===== src/rtl/segcap_pkg.sv =====
`timescale 1ns/1ps
package segcap_pkg;
  // width of the byte slot index; covers lines up to 255 bytes
  localparam int SLOT_IDX_W = 8;
  localparam int BYTE_W     = 8;
  localparam int NIB_W      = BYTE_W / 2;

  typedef struct packed {
    logic                  byteWrite;   // write assembled byte into slot byteIdx
    logic                  nibbleLoad;  // hold low nibble of a 4-bit pair
    logic                  clearNibble; // drop any held nibble
    logic [SLOT_IDX_W-1:0] byteIdx;     // slot written by byteWrite
  } capStrobes_t;
endpackage


===== src/rtl/segcap_ctrl.sv =====
`timescale 1ns/1ps
module segcap_ctrl
  import segcap_pkg::*;
#(
  parameter int LINE_BITS = 240
) (
  input  logic        xck,
  input  logic        rstN,
  input  logic        narrowBus,
  input  logic        linePulse,
  input  logic        enIn,
  output capStrobes_t strobes,
  output logic        enOut,
  output logic        captureDone
);
  localparam int BYTES = LINE_BITS / BYTE_W;
  localparam logic [SLOT_IDX_W-1:0] LAST_SLOT = SLOT_IDX_W'(BYTES - 1);
  localparam logic [SLOT_IDX_W-1:0] FULL_CNT  = SLOT_IDX_W'(BYTES);

  logic                  armed;     // line pulse seen, waiting for enIn low
  logic                  selected;  // capturing this line
  logic                  lineFull;  // all bytes written
  logic                  nibPhase;  // 1: next narrow word is the high nibble
  logic [SLOT_IDX_W-1:0] byteCnt;

  logic takeWord, byteWrite, nibbleLoad, lastByte;

  always_comb begin
    takeWord   = !linePulse && !lineFull && (selected || (armed && !enIn));
    byteWrite  = takeWord && (!narrowBus || nibPhase);
    nibbleLoad = takeWord && narrowBus && !nibPhase;
    lastByte   = byteWrite && (byteCnt == LAST_SLOT);
  end

  always_comb begin
    strobes.byteWrite   = byteWrite;
    strobes.nibbleLoad  = nibbleLoad;
    strobes.clearNibble = linePulse;
    strobes.byteIdx     = byteCnt;
  end

  always_ff @(negedge xck or negedge rstN) begin
    if (!rstN) begin
      armed       <= 1'b0;
      selected    <= 1'b0;
      lineFull    <= 1'b0;
      nibPhase    <= 1'b0;
      byteCnt     <= '0;
      enOut       <= 1'b1;
      captureDone <= 1'b0;
    end else if (linePulse) begin
      armed       <= 1'b1;
      selected    <= 1'b0;
      lineFull    <= 1'b0;
      nibPhase    <= 1'b0;
      byteCnt     <= '0;
      enOut       <= 1'b1;
      captureDone <= 1'b0;
    end else begin
      enOut       <= !lastByte;
      captureDone <= lastByte;
      if (takeWord) begin
        armed    <= 1'b0;
        selected <= !lastByte;
      end
      if (byteWrite) byteCnt <= byteCnt + 1'b1;
      if (lastByte)  lineFull <= 1'b1;
      if (!narrowBus)    nibPhase <= 1'b0;
      else if (takeWord) nibPhase <= !nibPhase;
    end
  end

  AST_ENOUT_SINGLE: assert property (@(negedge xck) disable iff (!rstN)
    !enOut |=> enOut);
  AST_FULL_HOLDS: assert property (@(negedge xck) disable iff (!rstN)
    (lineFull && !linePulse) |=> $stable(byteCnt));
  AST_LP_RESTORES: assert property (@(negedge xck) disable iff (!rstN)
    linePulse |=> (enOut && !captureDone && byteCnt == '0));
  AST_CNT_BOUND: assert property (@(negedge xck) disable iff (!rstN)
    byteCnt <= FULL_CNT);
endmodule


===== src/rtl/segcap_datapath.sv =====
`timescale 1ns/1ps
module segcap_datapath
  import segcap_pkg::*;
#(
  parameter int LINE_BITS = 240
) (
  input  logic                 xck,
  input  logic                 rstN,
  input  logic [BYTE_W-1:0]    busData,
  input  logic                 narrowBus,
  input  logic                 fillUp,
  input  capStrobes_t          strobes,
  output logic [LINE_BITS-1:0] latchData
);
  localparam int BYTES = LINE_BITS / BYTE_W;

  logic [NIB_W-1:0]  heldNibble;
  logic [BYTE_W-1:0] assembled;

  always_ff @(negedge xck or negedge rstN) begin
    if (!rstN)                   heldNibble <= '0;
    else if (strobes.clearNibble) heldNibble <= '0;
    else if (strobes.nibbleLoad)  heldNibble <= busData[NIB_W-1:0];
  end

  always_comb begin
    assembled = narrowBus ? {busData[NIB_W-1:0], heldNibble} : busData;
  end

  // each latch bit has one slot/bit source per fill direction
  for (genvar j = 0; j < LINE_BITS; j++) begin : g_bit
    localparam int UP_SLOT = j / BYTE_W;
    localparam int UP_POS  = j % BYTE_W;
    localparam int DN_SLOT = (LINE_BITS - 1 - j) / BYTE_W;
    localparam int DN_POS  = (LINE_BITS - 1 - j) % BYTE_W;
    logic hitBit, newBit, bitQ;

    always_comb begin
      hitBit = fillUp ? (strobes.byteIdx == SLOT_IDX_W'(UP_SLOT))
                      : (strobes.byteIdx == SLOT_IDX_W'(DN_SLOT));
      newBit = fillUp ? assembled[UP_POS] : assembled[DN_POS];
    end

    always_ff @(negedge xck or negedge rstN) begin
      if (!rstN)                          bitQ <= 1'b0;
      else if (strobes.byteWrite && hitBit) bitQ <= newBit;
    end

    assign latchData[j] = bitQ;
  end

  AST_LATCH_QUIET: assert property (@(negedge xck) disable iff (!rstN)
    !strobes.byteWrite |=> $stable(latchData));
  AST_NIBBLE_ALTERNATE: assert property (@(negedge xck) disable iff (!rstN)
    strobes.nibbleLoad |=> !strobes.nibbleLoad);
  AST_SLOT_RANGE: assert property (@(negedge xck) disable iff (!rstN)
    strobes.byteWrite |-> (strobes.byteIdx < SLOT_IDX_W'(BYTES)));
endmodule


===== src/rtl/segcap_top.sv =====
`timescale 1ns/1ps
module segcap_top
  import segcap_pkg::*;
#(
  parameter int LINE_BITS = 240
) (
  input  logic                 xck,
  input  logic                 rstN,
  input  logic [7:0]           busData,
  input  logic                 narrowBus,
  input  logic                 fillUp,
  input  logic                 linePulse,
  input  logic                 enIn,
  output logic                 enOut,
  output logic [LINE_BITS-1:0] latchData,
  output logic                 captureDone
);
  capStrobes_t strobes;

  segcap_ctrl #(.LINE_BITS(LINE_BITS)) u_ctrl (
    .xck        (xck),
    .rstN       (rstN),
    .narrowBus  (narrowBus),
    .linePulse  (linePulse),
    .enIn       (enIn),
    .strobes    (strobes),
    .enOut      (enOut),
    .captureDone(captureDone)
  );

  segcap_datapath #(.LINE_BITS(LINE_BITS)) u_dp (
    .xck      (xck),
    .rstN     (rstN),
    .busData  (busData),
    .narrowBus(narrowBus),
    .fillUp   (fillUp),
    .strobes  (strobes),
    .latchData(latchData)
  );
endmodule


===== config.mk =====
export PLATFORM = sky130hd
export DESIGN_NAME = segcap_top
export DESIGN_NICKNAME = d
export VERILOG_FILES = /design/src/rtl/segcap_pkg.sv /design/src/rtl/segcap_ctrl.sv /design/src/rtl/segcap_datapath.sv /design/src/rtl/segcap_top.sv
export SDC_FILE = /design/constraint.sdc
export NUM_CORES = 1
export LEC_CHECK = 0
export BUFFER_PORTS_ARGS = -buffer_cell sky130_fd_sc_hd__buf_4
export CORE_ASPECT_RATIO = 0.75
export CORE_MARGIN = 4
export CORE_UTILIZATION = 40
export DETAILED_ROUTE_END_ITERATION = 10
export PLACE_DENSITY = 0.64
export SETUP_SLACK_MARGIN = 0.4
export SLEW_MARGIN = 20
export SYNTH_ARGS = -nofsm -noshare
export SYNTH_HDL_FRONTEND = slang
export SYNTH_HIERARCHICAL = 1
export SYNTH_SLANG_ARGS = --single-unit

===== constraint.sdc =====
create_clock -name xck -period 3.5 [get_ports xck]
set_clock_uncertainty 0.2 [all_clocks]
set_input_delay 0.175 -clock xck [delete_from_list [all_inputs] [get_ports xck]]
set_output_delay 0.175 -clock xck [all_outputs]
set_load 0.05 [all_outputs]

==> flow_summary.toml, run 1 <==
[final_layout]
layout.cells.non_filler = 1509
layout_commonest_cell = "dfrtn_1"
nNetsFinal = 1107
final_core_util_pct = 57.6
multiInputGateArea_sq_um = 4800
most-common-layout-cells = "dfrtn_1 (257), buf_6 (244), mux2_4 (195)"
synthToLayoutAreaGrowth_pct = 41.3
fillers = 2324
antenna_cells = 0
layout-drive-gt1-share_pct = 68.8
seqCellArea_sq_um = 6460

[timing]
fin_hold_ws_ns = 0.232
setup-violations-final = 232
worstMarginPinSlew_ns = 0.517
rsz0062_at_grt = "yes"
tns_ns = -21.01
maxSlewViolCount = 0
slew-limit-headroom_pct = 65.5
finalHoldViolations = 0
fin_ws_ns = -0.161

[synthesis]
yosysUniqueCellTypes = 41
synthFlopType = "dfrtn_1"
ys_warn_count = 6
synth_edf_count = 0
ys_seq_area_share_pct = 52.3
yosysTopAreaCell = "dfrtn_1"
synth_area_leaders = "dfrtn_1 (52%), mux2_2 (22%), buf_4 (15%)"
async_flop_share_pct = 100
syn_inst = 904
syn_nets = 920
syn_area_sq_um = 12400
avgSynthCellArea_sq_um = 13.7
synth_top_area_share_pct = 52.1
synth-seq-cells = 258

[critical_path]
cp_slowest_cell = "mux2_2"
path_depth = 10
setup.worst_path.start_class = "input pin"
cp_top_family = "simple AND/OR/NAND/NOR gates"
crit_type = "in -> reg"
cp_slowest_stage_delay_ns = 0.33
crit_buf_inv = 3
critical_path_required_ns = 1.93
crit_path_cell_trace = "buf_6, and2b_1, o21ai_2, nor3_2, nor4b_4, nand2_2, buf_12, o22ai_2, buf_12, mux2_2"
worst-path-max-fanout = 14
critPathMostFrequentCell = "buf_12"
reg2regPathDepth = 8
cp-end-kind = "flip-flop"
crit_arrival_ns = 2.09

[route]
drcViolationCount = 0
detail_route.vias_per_cell = 4.95
antenna_left = 0
drt_iter0_drc = 382
wire_per_inst_microns = 22.9
vias = 7468
dr.pass1.iters = 4
wirelength_microns = 34500

[die]
die_h_microns = 160
initial_core_util_pct = 40.8
row_count = 55
pin_count = 256
die_width_microns = 211
die-area_sq_um = 33800
fp.coreArea_sq_um = 30300

[job]
max-cap-violations = 0

[clocking]
clock_path_buffers = 3
clkTransAtPathRegs_ns = 0.05
h-tree-depth = 1
cts_hold_buf = 0
cts_root_buf = "clkbuf_16"
clk-insertion-delay-late_ns = 0.54
tritoncts = "yes"
cts_sinks = 258
numCtsBuffers = 27

[grt]
grt_antenna_before_repair = 0
grt_max_degree = 57
overflow = 0
grt_pass1_vias = 7709
track_usage_pct = 19.2
grt_pass1_wl_microns = 50400

[placement]
port_buffers = 255
dp_slack_ns = -0.703
dp_cells = 1353
hpwl_microns = 21700
gp_congestion = 0.851

[run_status]
violations = "setup timing"
outcome = "finished with violations"

[worst_hold_path]
holdPathStages = 1
min_path_type = "reg -> reg"

[power]
p_leak_nw = 8.41
ir_worst_vdd_mv = 0.501
p_per_area_nw_per_um2 = 481
## sequential cells by signal (all words and copies together), names as in the netlist
signal	count
u_ctrl/armed	1
u_ctrl/byteCnt	8
u_ctrl/captureDone	1
u_ctrl/enOut	1
u_ctrl/lineFull	1
u_ctrl/nibPhase	1
u_ctrl/selected	1
u_dp/g_bit.bitQ	240
u_dp/heldNibble	4
## stage by stage
step | total power, mW | area (sq um)
detailed placement | 5.16 | 14200
finish | 8.40 | 17500
global route | 8.71 | 17500
CTS | 8.27 | 16200
global placement | 5.14 | 14200
floorplan | 4.78 | 12700
## final timing paths
| check | start | endpoint | slack [ns] |
|---|---|---|---|
| max | enIn | u_dp/g_bit[163].bitQ | -0.16 |
| min | u_ctrl/armed | u_ctrl/armed | 0.23 |
| max reg2reg | u_ctrl/nibPhase | u_dp/g_bit[163].bitQ | 0.92 |
| min reg2reg | u_ctrl/armed | u_ctrl/armed | 0.23 |
| max in group asynchronous | rstN | u_dp/g_bit[15].bitQ | 1.40 |
| min in group asynchronous | rstN | u_dp/g_bit[75].bitQ | 1.01 |
## area by class of cell
type                            count  share of cell area (%)
Sequential cell                   258                    37.0
Multi-Input combinational cell    365                    27.5
Timing Repair Buffer              435                    27.5
Clock buffer                       42                    4.59
Tap cell                          399                    2.86
Clock inverter                      7                   0.516
Inverter                            3                  0.0645
## kinds of logic (layout without fill, tap and decap cells)
family                   after synthesis  in the layout  synth area share, %
multiplexers                         252            252                 23.7
adder cells (fa/ha/maj)                2              2                0.203
XOR/XNOR                               4              4                0.284
AO/OA/AOI/OAI                         46             46                 4.31
AND/OR/NAND/NOR                       61             61                 3.01
buffers and inverters                281            487                 16.2
flip-flops                           258            258                 52.3
## worst reg2reg max path, delay by kind of cell, from the launching register on
| kind | cells | cell delay, ns |
|---|---|---|
| buf+inv | 2 | 0.37 |
| simple gates | 4 | 0.81 |
| mux | 1 | 0.34 |
| flops | 1 | 0.43 |
| compound gates | 1 | 0.27 |
## cells in the mapped netlist, types with 6 or more instances
master    instances
dfrtn_1         257
a21oi_1           7
mux4_2            7
or4_1             6
o22ai_4           8
nor2_1           12
nand2_1          10
clkbuf_1         26
nand3_1           9
mux2_2          240
buf_4           244
o22ai_2          20
## repair_timing
action,4_1_cts,5_1_grt
gates cloned,0,1
setup endpoints to repair,482,482
buffers inserted,35,72
gates resized for setup,203,188
pin swaps,3,8
## power breakdown
part	total, mW	switching (mW)	internal (mW)
logic	2.10	1.21	0.889
clock network	2.90	1.19	1.72
registers	3.40	0.175	3.22
total	8.40	2.57	5.83
## routing by layer
layer / global-route usage [%] / share of wire, % / vias up
li1: - / - / 3254
met1: 27.5 / 45 / 3906
met2: 29.6 / 45 / 256
met3: 5.52 / 7.2 / 52
met4: 3.09 / 2.4 / 0
met5: 0 / 0 / -
Note: power is estimated with default switching activity, not from simulation.
==> inputs of run 2 (changes only) <==
--- a/config.mk
+++ b/config.mk
@@ -6,7 +6,8 @@
 export NUM_CORES = 1
 export LEC_CHECK = 0
 export BUFFER_PORTS_ARGS = -buffer_cell sky130_fd_sc_hd__buf_4
-export CORE_ASPECT_RATIO = 0.75
+export CAP_MARGIN = 30
+export CORE_ASPECT_RATIO = 1.1
 export CORE_MARGIN = 4
 export CORE_UTILIZATION = 40
 export DETAILED_ROUTE_END_ITERATION = 10
==> flow_summary.toml, run 2 (synthesized netlist as in run 1, its figures left out) <==
[critical_path]
r2r-start = "u_ctrl/nibPhase"
crit_start = "enIn"
crit_type = "in -> reg"
crit_arrival_ns = 2.06
worst-path-max-fanout = 8
reg2regPathDepth = 8
cp-end-kind = "flip-flop"
worst_r2r_endpoint = "u_dp/g_bit[72].bitQ"
critical_path_required_ns = 1.93
setup.worst_path.start_class = "input pin"
r2r_setup_slack_ns = 0.94

[final_layout]
multiInputGateArea_sq_um = 4730
seqCellArea_sq_um = 6460
synthToLayoutAreaGrowth_pct = 37.6
layout.cells.non_filler = 1488
layout-drive-gt1-share_pct = 68.9
fillers = 2382
most-common-layout-cells = "dfrtn_1 (257), buf_6 (188), mux2_4 (167)"
largest_reg_flops = 240
regMostFlops = "u_dp/g_bit.bitQ"
layout_commonest_cell = "dfrtn_1"
final_core_util_pct = 55.8
antenna_cells = 0
top_regs = "u_dp/g_bit.bitQ x240, u_ctrl/byteCnt x8, u_dp/heldNibble x4"
nNetsFinal = 1069

[clocking]
cts_root_buf = "clkbuf_16"
clk-insertion-delay-late_ns = 0.54
clock_path_buffers = 3
tritoncts = "yes"
h-tree-depth = 1
clkTransAtPathRegs_ns = 0.04
cts_sinks = 258
numCtsBuffers = 28

[run_status]
outcome = "finished with violations"
violations = "setup timing"

[die]
row_count = 67
die-area_sq_um = 33800
initial_core_util_pct = 40.6
fp.coreArea_sq_um = 30400
pin_count = 256
die_h_microns = 192
die_width_microns = 176

[timing]
fin_ws_ns = -0.135
finalHoldViolations = 0
setup-violations-final = 231
worstMarginPinSlew_ns = 0.483
slew-limit-headroom_pct = 67.7
maxSlewViolCount = 0
rsz0062_at_grt = "yes"

[power]
ir_worst_vdd_mv = 0.308
p_leak_nw = 8.18
p_per_area_nw_per_um2 = 494
power.total_mw = 8.39

[worst_hold_path]
min_path_type = "reg -> reg"
min_from = "u_ctrl/armed"
holdPathStages = 1
min_to = "u_ctrl/armed"

[grt]
grt_pass1_vias = 7493
grt_antenna_before_repair = 0
grt_max_degree = 64
overflow = 0
grt_pass1_wl_microns = 47500
track_usage_pct = 18.2

[placement]
gp_congestion = 0.765
dp_slack_ns = -0.713
hpwl_microns = 21100
port_buffers = 255
dp_cells = 1365

[job]
max-cap-violations = 0

[route]
drcViolationCount = 0
dr.pass1.iters = 6
antenna_left = 0
wire_per_inst_microns = 22.0
vias = 7235
wirelength_microns = 32800
drt_iter0_drc = 351
detail_route.vias_per_cell = 4.86
## run 2: changes by cell type in the layout (fill, tap and decap cells not counted), sizes merged
cell | previous run | this run
buf | 434 | 394
clkinv | 2 | 8
bufinv | 2 | 1
clkbuf | 43 | 42
clkinvlp | 1 | 2
inv | 5 | 4
## run 2: worst max path at each step
stage	to	depth (start not counted)	slack [ns]
after floorplan	u_dp/g_bit[136].bitQ	10	-0.73
after global placement	u_dp/g_bit[78].bitQ	10	-0.69
after detailed placement	u_dp/g_bit[198].bitQ	10	-0.71
after CTS	u_dp/g_bit[74].bitQ	10	-0.12
after global routing	u_dp/g_bit[74].bitQ	10	-0.23
final	u_dp/g_bit[72].bitQ	10	-0.13
## run 2: cell type report
class	count	share of cell area (%)
Tap cell	414	3.05
Timing Repair Buffer	396	25.6
Inverter	3	0.0663
Multi-Input combinational cell	365	27.8
Sequential cell	258	38.0
Clock buffer	40	4.98
Clock inverter	12	0.508
## run 2: timing repair
item / CTS / global route
endpoints found under the setup margin: 482 / 497
gates resized for setup: 60 / 261
buffers inserted: 6 / 63
gates cloned: 1 / 2
hold buffers: 0 / 0
pin swaps: 8 / 14
## run 2: where the power goes
part	internal [mW]	leakage, nW	total (mW)	switching (mW)
clock network	1.75	0.469	2.94	1.20
registers	3.22	3.55	3.39	0.168
logic	0.853	4.16	2.06	1.21
## run 2: worst max-delay path: stages
cell	delay, ns
buf_6	0.09
and2b_1	0.21
o21ai_2	0.07
nor3_2	0.17
nor3b_4	0.31
nand3_4	0.15
buf_12	0.18
o22ai_4	0.20
buf_12	0.16
mux2_2	0.33
## run 2: per-layer routing
metal  up-vias  global-route usage (%)  share of wire, %  wire length, microns
li1       3193                       -                 -                     -
met1      3765                    24.0                42                 13700
met2       236                    30.0                50                 16200
met3        41                    4.90               7.0                  2310
met4         0                    4.92               1.7                   563
met5         -                       0                 0                     0
## run 2: metrics by stage
step	hold slack (ns)	instance area [sq um]	setup TNS, ns
final	0.217	17000	-18.13
after detailed placement	0.221	14200	-155.65
after CTS	0.221	15500	-15.55
after global placement	0.214	14200	-148.42
after floorplan	0.203	12700	-161.78
after global routing	0.258	17000	-37.45
